## config.mk

```make
export PLATFORM = sky130hd
export DESIGN_NAME = dbg_halt_ctrl
export DESIGN_NICKNAME = d
export VERILOG_FILES = /design/src/rtl/dbg_halt_pkg.sv /design/src/rtl/dbg_match_unit.sv /design/src/rtl/dbg_status_reg.sv /design/src/rtl/dbg_stop_ctrl.sv /design/src/rtl/dbg_halt_ctrl.sv
export SDC_FILE = /design/constraint.sdc
export NUM_CORES = 1
export LEC_CHECK = 0
export BUFFER_PORTS_ARGS = -buffer_cell sky130_fd_sc_hd__buf_4
export CAP_MARGIN = 20
export CELL_PAD_IN_SITES_DETAIL_PLACEMENT = 1
export CELL_PAD_IN_SITES_GLOBAL_PLACEMENT = 2
export CORE_MARGIN = 2
export CORE_UTILIZATION = 30
export CTS_CLUSTER_DIAMETER = 40
export CTS_CLUSTER_SIZE = 10
export DETAILED_ROUTE_END_ITERATION = 12
export PLACE_DENSITY = 0.79
export RECOVER_POWER = 100
export SYNTH_ARGS = -nofsm -noshare
export SYNTH_HDL_FRONTEND = slang
export SYNTH_HIERARCHICAL = 1
export SYNTH_SLANG_ARGS = --single-unit
```

## constraint.sdc

```tcl
create_clock -name clk -period 2.33 [get_ports clk]
set_clock_uncertainty 0.05 [all_clocks]
set_input_delay 0.466 -clock clk [delete_from_list [all_inputs] [get_ports clk]]
set_output_delay 0.466 -clock clk [all_outputs]
set_load 0.03 [all_outputs]
```

## src/rtl/dbg_halt_pkg.sv

```systemverilog
package dbg_halt_pkg;

    localparam int NUM_EV = 8;

    // status bit positions
    localparam int EVB_IADDR  = 0;
    localparam int EVB_DADDR  = 1;
    localparam int EVB_TRAP   = 2;
    localparam int EVB_BRANCH = 3;
    localparam int EVB_RETIRE = 4;
    localparam int EVB_INTR   = 5;
    localparam int EVB_RTN    = 6;
    localparam int EVB_EXT    = 7;

    typedef enum logic [2:0] {
        RA_CTRL   = 3'd0,
        RA_STAT   = 3'd1,
        RA_IMATCH = 3'd2,
        RA_DMATCH = 3'd3,
        RA_DVAL   = 3'd4
    } reg_sel_e;

    typedef enum logic [1:0] {
        ST_RUN  = 2'd0,
        ST_PEND = 2'd1,
        ST_SOFT = 2'd2,
        ST_HARD = 2'd3
    } stop_state_e;

    // control register layout, msb first
    typedef struct packed {
        logic [1:0]        trace;     // bit0 single-step, bit1 branch trace
        logic              val_qual;
        logic              hard_mode;
        logic              stop_en;
        logic              exc_en;
        logic [NUM_EV-1:0] src_en;
    } ctrl_t;

    localparam int CTRL_W = $bits(ctrl_t);

    typedef struct packed {
        logic retire;
        logic branch;
        logic trap;
        logic intr;
        logic rtn;
        logic ext;
    } strobe_t;

    function automatic logic [NUM_EV-1:0] trace_force(input logic [1:0] trace);
        logic [NUM_EV-1:0] f;
        f = '0;
        f[EVB_RETIRE] = trace[0];
        f[EVB_BRANCH] = trace[1];
        return f;
    endfunction

endpackage

```

## src/rtl/dbg_match_unit.sv

```systemverilog
module dbg_match_unit
    import dbg_halt_pkg::*;
#(
    parameter int ADDR_W = 32,
    parameter int DATA_W = 32
) (
    input  logic [NUM_EV-1:0] src_en,
    input  logic [1:0]        trace,
    input  logic              val_qual,
    input  logic [ADDR_W-1:0] imatch,
    input  logic [ADDR_W-1:0] dmatch,
    input  logic [DATA_W-1:0] dval,
    input  logic              i_vld,
    input  logic [ADDR_W-1:0] i_addr,
    input  logic              d_vld,
    input  logic [ADDR_W-1:0] d_addr,
    input  logic [DATA_W-1:0] d_data,
    input  strobe_t           stb,
    output logic [NUM_EV-1:0] det,
    output logic              addr_det,
    output logic              any_det,
    output logic              step_trig
);

    logic              i_hit;
    logic              d_hit;
    logic              v_hit;
    logic [NUM_EV-1:0] raw;
    logic [NUM_EV-1:0] en_eff;

    assign i_hit = i_vld && (i_addr == imatch);
    assign v_hit = (d_data == dval);
    assign d_hit = d_vld && (d_addr == dmatch) && (!val_qual || v_hit);

    always_comb begin
        raw             = '0;
        raw[EVB_IADDR]  = i_hit;
        raw[EVB_DADDR]  = d_hit;
        raw[EVB_TRAP]   = stb.trap;
        raw[EVB_BRANCH] = stb.branch;
        raw[EVB_RETIRE] = stb.retire;
        raw[EVB_INTR]   = stb.intr;
        raw[EVB_RTN]    = stb.rtn;
        raw[EVB_EXT]    = stb.ext;
    end

    assign en_eff = src_en | trace_force(trace);

    for (genvar g = 0; g < NUM_EV; g++) begin : g_gate
        assign det[g] = raw[g] & en_eff[g];
    end

    assign addr_det  = det[EVB_IADDR] | det[EVB_DADDR];
    assign any_det   = |det;
    assign step_trig = trace[0] & stb.retire;

endmodule

```

## src/rtl/dbg_status_reg.sv

```systemverilog
module dbg_status_reg
    import dbg_halt_pkg::*;
(
    input  logic              clk,
    input  logic              rst,
    input  logic [NUM_EV-1:0] det,
    input  logic [NUM_EV-1:0] clr_mask,
    output logic [NUM_EV-1:0] stat
);

    for (genvar g = 0; g < NUM_EV; g++) begin : g_bit
        always_ff @(posedge clk) begin
            if (rst) begin
                stat[g] <= 1'b0;
            end else if (det[g]) begin
                stat[g] <= 1'b1;
            end else if (clr_mask[g]) begin
                stat[g] <= 1'b0;
            end
        end
    end

endmodule

```

## src/rtl/dbg_stop_ctrl.sv

```systemverilog
module dbg_stop_ctrl
    import dbg_halt_pkg::*;
(
    input  logic clk,
    input  logic rst,
    input  logic stop_en,
    input  logic hard_mode,
    input  logic any_det,
    input  logic addr_det,
    input  logic step_trig,
    input  logic retire,
    input  logic resume,
    output logic halt_req,
    output logic resume_ack,
    output logic hard_hold,
    output logic hard_now
);

    stop_state_e state_q;
    stop_state_e state_d;
    logic        trig;
    logic        ack_d;
    logic        ack_q;

    assign hard_now = stop_en && hard_mode && addr_det;
    assign trig     = (stop_en && any_det) || step_trig;

    always_comb begin
        state_d = state_q;
        ack_d   = 1'b0;
        unique case (state_q)
            ST_RUN: begin
                if (hard_now)  state_d = ST_HARD;
                else if (trig) state_d = retire ? ST_SOFT : ST_PEND;
            end
            ST_PEND: begin
                if (hard_now)    state_d = ST_HARD;
                else if (retire) state_d = ST_SOFT;
            end
            ST_SOFT: begin
                if (hard_now) begin
                    state_d = ST_HARD;
                end else if (resume) begin
                    state_d = ST_RUN;
                    ack_d   = 1'b1;
                end
            end
            ST_HARD: state_d = ST_HARD;
            default: state_d = ST_RUN;
        endcase
    end

    always_ff @(posedge clk) begin
        if (rst) begin
            state_q <= ST_RUN;
            ack_q   <= 1'b0;
        end else begin
            state_q <= state_d;
            ack_q   <= ack_d;
        end
    end

    assign hard_hold  = (state_q == ST_HARD);
    assign halt_req   = hard_hold || (state_q == ST_SOFT) || hard_now;
    assign resume_ack = ack_q;

endmodule

```

## src/rtl/dbg_halt_ctrl.sv

```systemverilog
module dbg_halt_ctrl
    import dbg_halt_pkg::*;
#(
    parameter int ADDR_W = 32,
    parameter int DATA_W = 32,
    parameter int REG_W  = 32
) (
    input  logic              clk,
    input  logic              rst,
    input  logic              reg_we,
    input  logic [2:0]        reg_addr,
    input  logic [REG_W-1:0]  reg_wdata,
    output logic [REG_W-1:0]  reg_rdata,
    input  logic              i_vld,
    input  logic [ADDR_W-1:0] i_addr,
    input  logic              d_vld,
    input  logic [ADDR_W-1:0] d_addr,
    input  logic [DATA_W-1:0] d_data,
    input  logic              retire,
    input  logic              branch_taken,
    input  logic              trap,
    input  logic              intr_taken,
    input  logic              rtn,
    input  logic              ext_req,
    input  logic              resume,
    output logic [NUM_EV-1:0] dbg_status,
    output logic              dbg_irq,
    output logic              halt_req,
    output logic              resume_ack
);

    ctrl_t             ctl_q;
    logic [ADDR_W-1:0] imatch_q;
    logic [ADDR_W-1:0] dmatch_q;
    logic [DATA_W-1:0] dval_q;
    strobe_t           stb;
    logic [NUM_EV-1:0] det_vec;
    logic [NUM_EV-1:0] clr_mask;
    logic              addr_det;
    logic              any_det;
    logic              step_trig;
    logic              hard_hold;
    logic              hard_now;

    // configuration registers
    always_ff @(posedge clk) begin
        if (rst) begin
            ctl_q    <= '0;
            imatch_q <= '0;
            dmatch_q <= '0;
            dval_q   <= '0;
        end else if (reg_we) begin
            case (reg_addr)
                RA_CTRL:   ctl_q    <= ctrl_t'(reg_wdata[CTRL_W-1:0]);
                RA_IMATCH: imatch_q <= reg_wdata[ADDR_W-1:0];
                RA_DMATCH: dmatch_q <= reg_wdata[ADDR_W-1:0];
                RA_DVAL:   dval_q   <= reg_wdata[DATA_W-1:0];
                default: ;
            endcase
        end
    end

    assign clr_mask = (reg_we && reg_addr == RA_STAT) ? reg_wdata[NUM_EV-1:0] : '0;

    always_comb begin
        case (reg_addr)
            RA_CTRL:   reg_rdata = REG_W'(ctl_q);
            RA_STAT:   reg_rdata = REG_W'(dbg_status);
            RA_IMATCH: reg_rdata = REG_W'(imatch_q);
            RA_DMATCH: reg_rdata = REG_W'(dmatch_q);
            RA_DVAL:   reg_rdata = REG_W'(dval_q);
            default:   reg_rdata = '0;
        endcase
    end

    always_comb begin
        stb.retire = retire;
        stb.branch = branch_taken;
        stb.trap   = trap;
        stb.intr   = intr_taken;
        stb.rtn    = rtn;
        stb.ext    = ext_req;
    end

    dbg_match_unit #(
        .ADDR_W(ADDR_W),
        .DATA_W(DATA_W)
    ) u_match (
        .src_en    (ctl_q.src_en),
        .trace     (ctl_q.trace),
        .val_qual  (ctl_q.val_qual),
        .imatch    (imatch_q),
        .dmatch    (dmatch_q),
        .dval      (dval_q),
        .i_vld     (i_vld),
        .i_addr    (i_addr),
        .d_vld     (d_vld),
        .d_addr    (d_addr),
        .d_data    (d_data),
        .stb       (stb),
        .det       (det_vec),
        .addr_det  (addr_det),
        .any_det   (any_det),
        .step_trig (step_trig)
    );

    dbg_status_reg u_stat (
        .clk      (clk),
        .rst      (rst),
        .det      (det_vec),
        .clr_mask (clr_mask),
        .stat     (dbg_status)
    );

    assign dbg_irq = ctl_q.exc_en && (|dbg_status);

    dbg_stop_ctrl u_stop (
        .clk        (clk),
        .rst        (rst),
        .stop_en    (ctl_q.stop_en),
        .hard_mode  (ctl_q.hard_mode),
        .any_det    (any_det),
        .addr_det   (addr_det),
        .step_trig  (step_trig),
        .retire     (retire),
        .resume     (resume),
        .halt_req   (halt_req),
        .resume_ack (resume_ack),
        .hard_hold  (hard_hold),
        .hard_now   (hard_now)
    );

endmodule

```

# Word level (Yosys, flattened, before mapping)
# Index checks and enable logic that the tools add are counted.
# word_totals
ff_bits	121
inputBits	143
output_inout_bits	43
# classes
eq_ne	13
muxes	27
bitwise	12
reduce_logical	31
# op_table
op	n
32-bit case mux with 5 select lines	1
32-bit == test	3
1-bit 2-to-1 mux	17
2-bit nonzero test	8
8-bit OR reduction	2
2-bit 2-to-1 mux	7
1-bit bitwise AND	9
1-bit logical AND	8
8-bit 2-to-1 mux	1
8-bit by 5-bit OR with 8-bit output	1
2-bit case mux with 4 select lines	1
2-bit AND reduction	4
3-bit by 2-bit == test with 1-bit output (second input constant)	2
3-bit by 2-bit inequality test with 1-bit output (second input constant)	2
2-bit == test (second input constant)	2
1-bit logical OR	4
3-bit by 1-bit == test with 1-bit output (second input constant)	1
3-bit == test (second input constant)	1
3-bit zero test	1
3-bit by 1-bit inequality test with 1-bit output (second input constant)	1
3-bit AND reduction	1
3-bit OR reduction	1
2-bit by 1-bit == test with 1-bit output (second input constant)	1
2-bit zero test	1
other kinds (3)	3

# Longest topological paths before layout
# depth
depth_word	10
mapped_depth	8

# Hierarchy
# The synthesis kept the hierarchy.
# by_module_without_submodules
mod	instances	cells_per_inst	area_per_inst_um2
dbg_halt_ctrl	1	614	4844.6
dbg_match_unit	1	145	1144.8
dbg_status_reg	1	33	381.6
dbg_stop_ctrl	1	17	142.6

# Worst setup path after synthesis
# OpenSTA, ideal clock, no wires.
# synth_path
path_kind	in2out
start	input port reg_addr[1]
end	output port reg_rdata[10]
arrival_ns	1.838
setup_slack_ns	-0.024
cell_stages	5
path_buffers	2
cell_sequence	buf_4 -> buf_4 -> nor2b_1 -> a2bb2oi_1 -> o21ai_0
# synth_between
elab_chain_len	2
elab_cells_between_ends	6
cone_classes	eq/ne: 4; mux: 1; reduce/logical: 1
# synth_lines
item	line_no	text
from (decl)	dbg_halt_ctrl.sv:11	input logic [2:0] reg_addr,
3-bit == test (tied with other cells)	dbg_halt_ctrl.sv:66	case (reg_addr)
32-bit case mux with 5 select lines *	dbg_halt_ctrl.sv:66	
to (decl)	dbg_halt_ctrl.sv:13	output logic [REG_W-1:0] reg_rdata,
# Every way passes the cells marked *; elsewhere a longest branch is shown, timed or not.

# Final worst setup path
# layout_path
start	register dmatch_q[27]
end	output port halt_req
# layout_between
elab_chain_len	7
# layout_lines
item	line_no	text
from (decl)	dbg_halt_ctrl.sv:34	logic [ADDR_W-1:0] dmatch_q;
from (signal assigned)	dbg_halt_ctrl.sv:56	RA_DMATCH: dmatch_q <= reg_wdata[ADDR_W-1:0];
32-bit == test	dbg_match_unit.sv:33	assign d_hit = d_vld && (d_addr == dmatch) && (!val_qual || v_hit);
1-bit logical AND (2 in a row)	dbg_match_unit.sv:33	
1-bit bitwise AND	dbg_match_unit.sv:50	assign det[g] = raw[g] & en_eff[g];
1-bit OR	dbg_match_unit.sv:53	assign addr_det = det[EVB_IADDR] | det[EVB_DADDR];
named net addr_det	dbg_halt_ctrl.sv:39	logic addr_det;
1-bit logical AND	dbg_stop_ctrl.sv:25	assign hard_now = stop_en && hard_mode && addr_det;
1-bit logical OR	dbg_stop_ctrl.sv:64	assign halt_req = hard_hold || (state_q == ST_SOFT) || hard_now;
to (decl)	dbg_halt_ctrl.sv:28	output logic halt_req,
# The timed path passes the listed nets, and every way through them passes these cells.

==> impl_metrics.yaml <==
run_status:
  status: "finished with violations"
  violations: "setup timing"
die:
  start_util_pct: 30.8
  io_pins: 186
  fp.coreArea_mm2: 0.0212
  floorplan.rows: 53
  die_h_um: 151
  chipWidth_um: 151
  die_area_mm2: 0.0229
critical_path:
  path_depth: 10
  startpoint_type: "flop"
  criticalPathCategory: "flop to primary output"
  crit_slowest_cell: "dfxtp_2"
  rr_startpoint: "dmatch_q[27]"
  rr_worst_depth: 17
  cpMostUsedCell: "buf_6"
  crit_chain: "xnor2_2 -> buf_4 -> nand4_1 -> nor4_2 -> nand3_1 -> o21ai_2 -> buf_6 -> nand3_4 -> nand2b_1 -> buf_6"
  path_buf_inv: 3
  r2r_end: "u_stop/state_q[1]"
  cp.required_ns: 1.81
  cp_max_fo: 2
  regToRegSetupSlack_ns: -0.42
  cp-end-kind: "primary output"
  worstPathArrival_ns: 2.29
  cp_top_family: "simple AND/OR/NAND/NOR gates"
  slowest_delay_ns: 0.35
synth:
  synth_area_mm2: 0.00651
  syn_avg_cell_area_um2: 8.05
  netlist_instances: 808
  synth_nets: 951
  yosys_warnings: 6
drt:
  drc: 0
  vias_per_cell: 5.03
  drtAntennaViolNets: 0
  wl_per_cell_um: 21.0
  dr.pass1.iters: 4
  via_count: 6931
  routed_wl_mm: 29.0
  drtIter0Drc: 454
sta:
  slew_violations: 0
  setup_viol: 11
  max_slew_margin_pct: 30.9
  timing.final.hold_violations: 0
  rsz0062_at_grt: "true"
  finalCriticalPeriod_ns: 2.80
  finalCritPeriodShare_pct: 120
  setup_ws_ns: -0.474
  worstMarginPinSlew_ns: 1.04
  max_freq_ghz: 0.357
clock_network:
  cts_root_buffer: "clkbuf_16"
  cts.sinks: 121
  clock_latency_ns: 0.43
  htree_levels: 4
  cts_tree: "built"
  clkTransAtPathRegs_ns: 0.06
  cts-hold-fix-buffers: 0
  cts_buffer_depth: 2
  numCtsBuffers: 17
finish:
  fillerInstances: 2552
  post-route-cell-area_mm2: 0.00977
  regArea_mm2: 0.00243
  multi_input_area_mm2: 0.00391
  final_core_util_pct: 46.2
  antenna_cells: 0
  drive_gt1_share_pct: 34.9
  final_common_cell: "buf_4"
  layout_common_cells: "buf_4 (287), nand2_1 (227), dfxtp_1 (117), a21oi_1 (112), xnor2_1 (72)"
  nNetsFinal: 1234
  synthToLayoutAreaGrowth_pct: 50.2
place:
  port_buffers: 185
  finalWeightedCongestion: 0.884
  dp_hpwl_mm: 21.9
  preCtsSetupSlack_ns: -0.616
  place_area_mm2: 0.00897
power_and_ir_drop:
  p_leak_nw: 3.81
  powerDensity_mw_per_mm2: 601
  vdd_drop_max_uv: 491
min_path:
  holdPathEnd: "u_stop/state_q[0]"
  worstHoldPathCells: 2
  min-delay-start: "rst"
  hold_class: "input port to flop"
global_route:
  grt_max_degree: 64
  antenna_found_initial: 0
  grt_pass1_vias: 7226
  grt_pass1_wl_mm: 43.1
  overflow: 0
  track_usage_pct: 25.9
flow_run:
  maxCapViolCount: 0
## stage by stage
stage	instances	power [W]	hold WS, ns	setup TNS [ns]
final	1379	0.00587	0.215	-2.41
after global routing	1379	0.00607	0.204	-4.23
after CTS	1378	0.00593	0.199	-1.59
after detailed placement	1338	0.00303	0.427	-1.49
after global placement	1338	0.00302	0.418	-1.25
after floorplan	808	0.00252	0.395	0
## routing by layer
metal	GRT usage, %	part of all wire (%)	vias to the layer above
met3	4.85	5.4	39
met2	42.5	47	218
li1	-	-	3311
met4	8.60	2.6	0
met1	34.3	45	3363
met5	0	0	-
## report_power, final
part           switching [W]  total [W]  leakage (nW)  internal (W)
sequential         0.0000420    0.00216         0.981       0.00211
combinational       0.000432   0.000847          2.52      0.000414
clock               0.000978    0.00287         0.314       0.00190
total                0.00145    0.00587          3.81       0.00442
## worst max-delay path by stage
| stage | end | slack (ns) | from |
|---|---|---|---|
| 2_1_floorplan | halt_req | 0.05 | d_addr[21] |
| 3_3_place_gp | halt_req | -0.55 | d_data[5] |
| 3_5_place_dp | halt_req | -0.62 | d_data[5] |
| 4_1_cts | halt_req | -0.46 | dmatch_q[27] |
| 5_1_grt | halt_req | -0.58 | dmatch_q[27] |
| 6_report | halt_req | -0.47 | dmatch_q[27] |
## layout make-up
cell class | instances | area share (%)
Multi-Input combinational cell | 620 | 40.0
Clock buffer | 24 | 5.03
Timing Repair Buffer | 320 | 24.7
Inverter | 11 | 0.423
Tap cell | 275 | 3.52
Clock inverter | 8 | 1.43
Sequential cell | 121 | 24.8
## sequential cells by signal, summed over array words and instances, names as in the netlist
signal / count
u_stop/resume_ack: 1
imatch_q: 32
dval_q: 32
u_stop/state_q: 2
ctl_q: 14
u_stat/stat: 8
dmatch_q: 32
## what timing repair did
| action | in CTS | in global routing |
|---|---|---|
| resized for setup | 32 | 10 |
| setup endpoints to repair | 4 | 4 |
| buffers inserted | 12 | 2 |
| pin swaps | 17 | 1 |
Power figures use the tool's default switching activity.
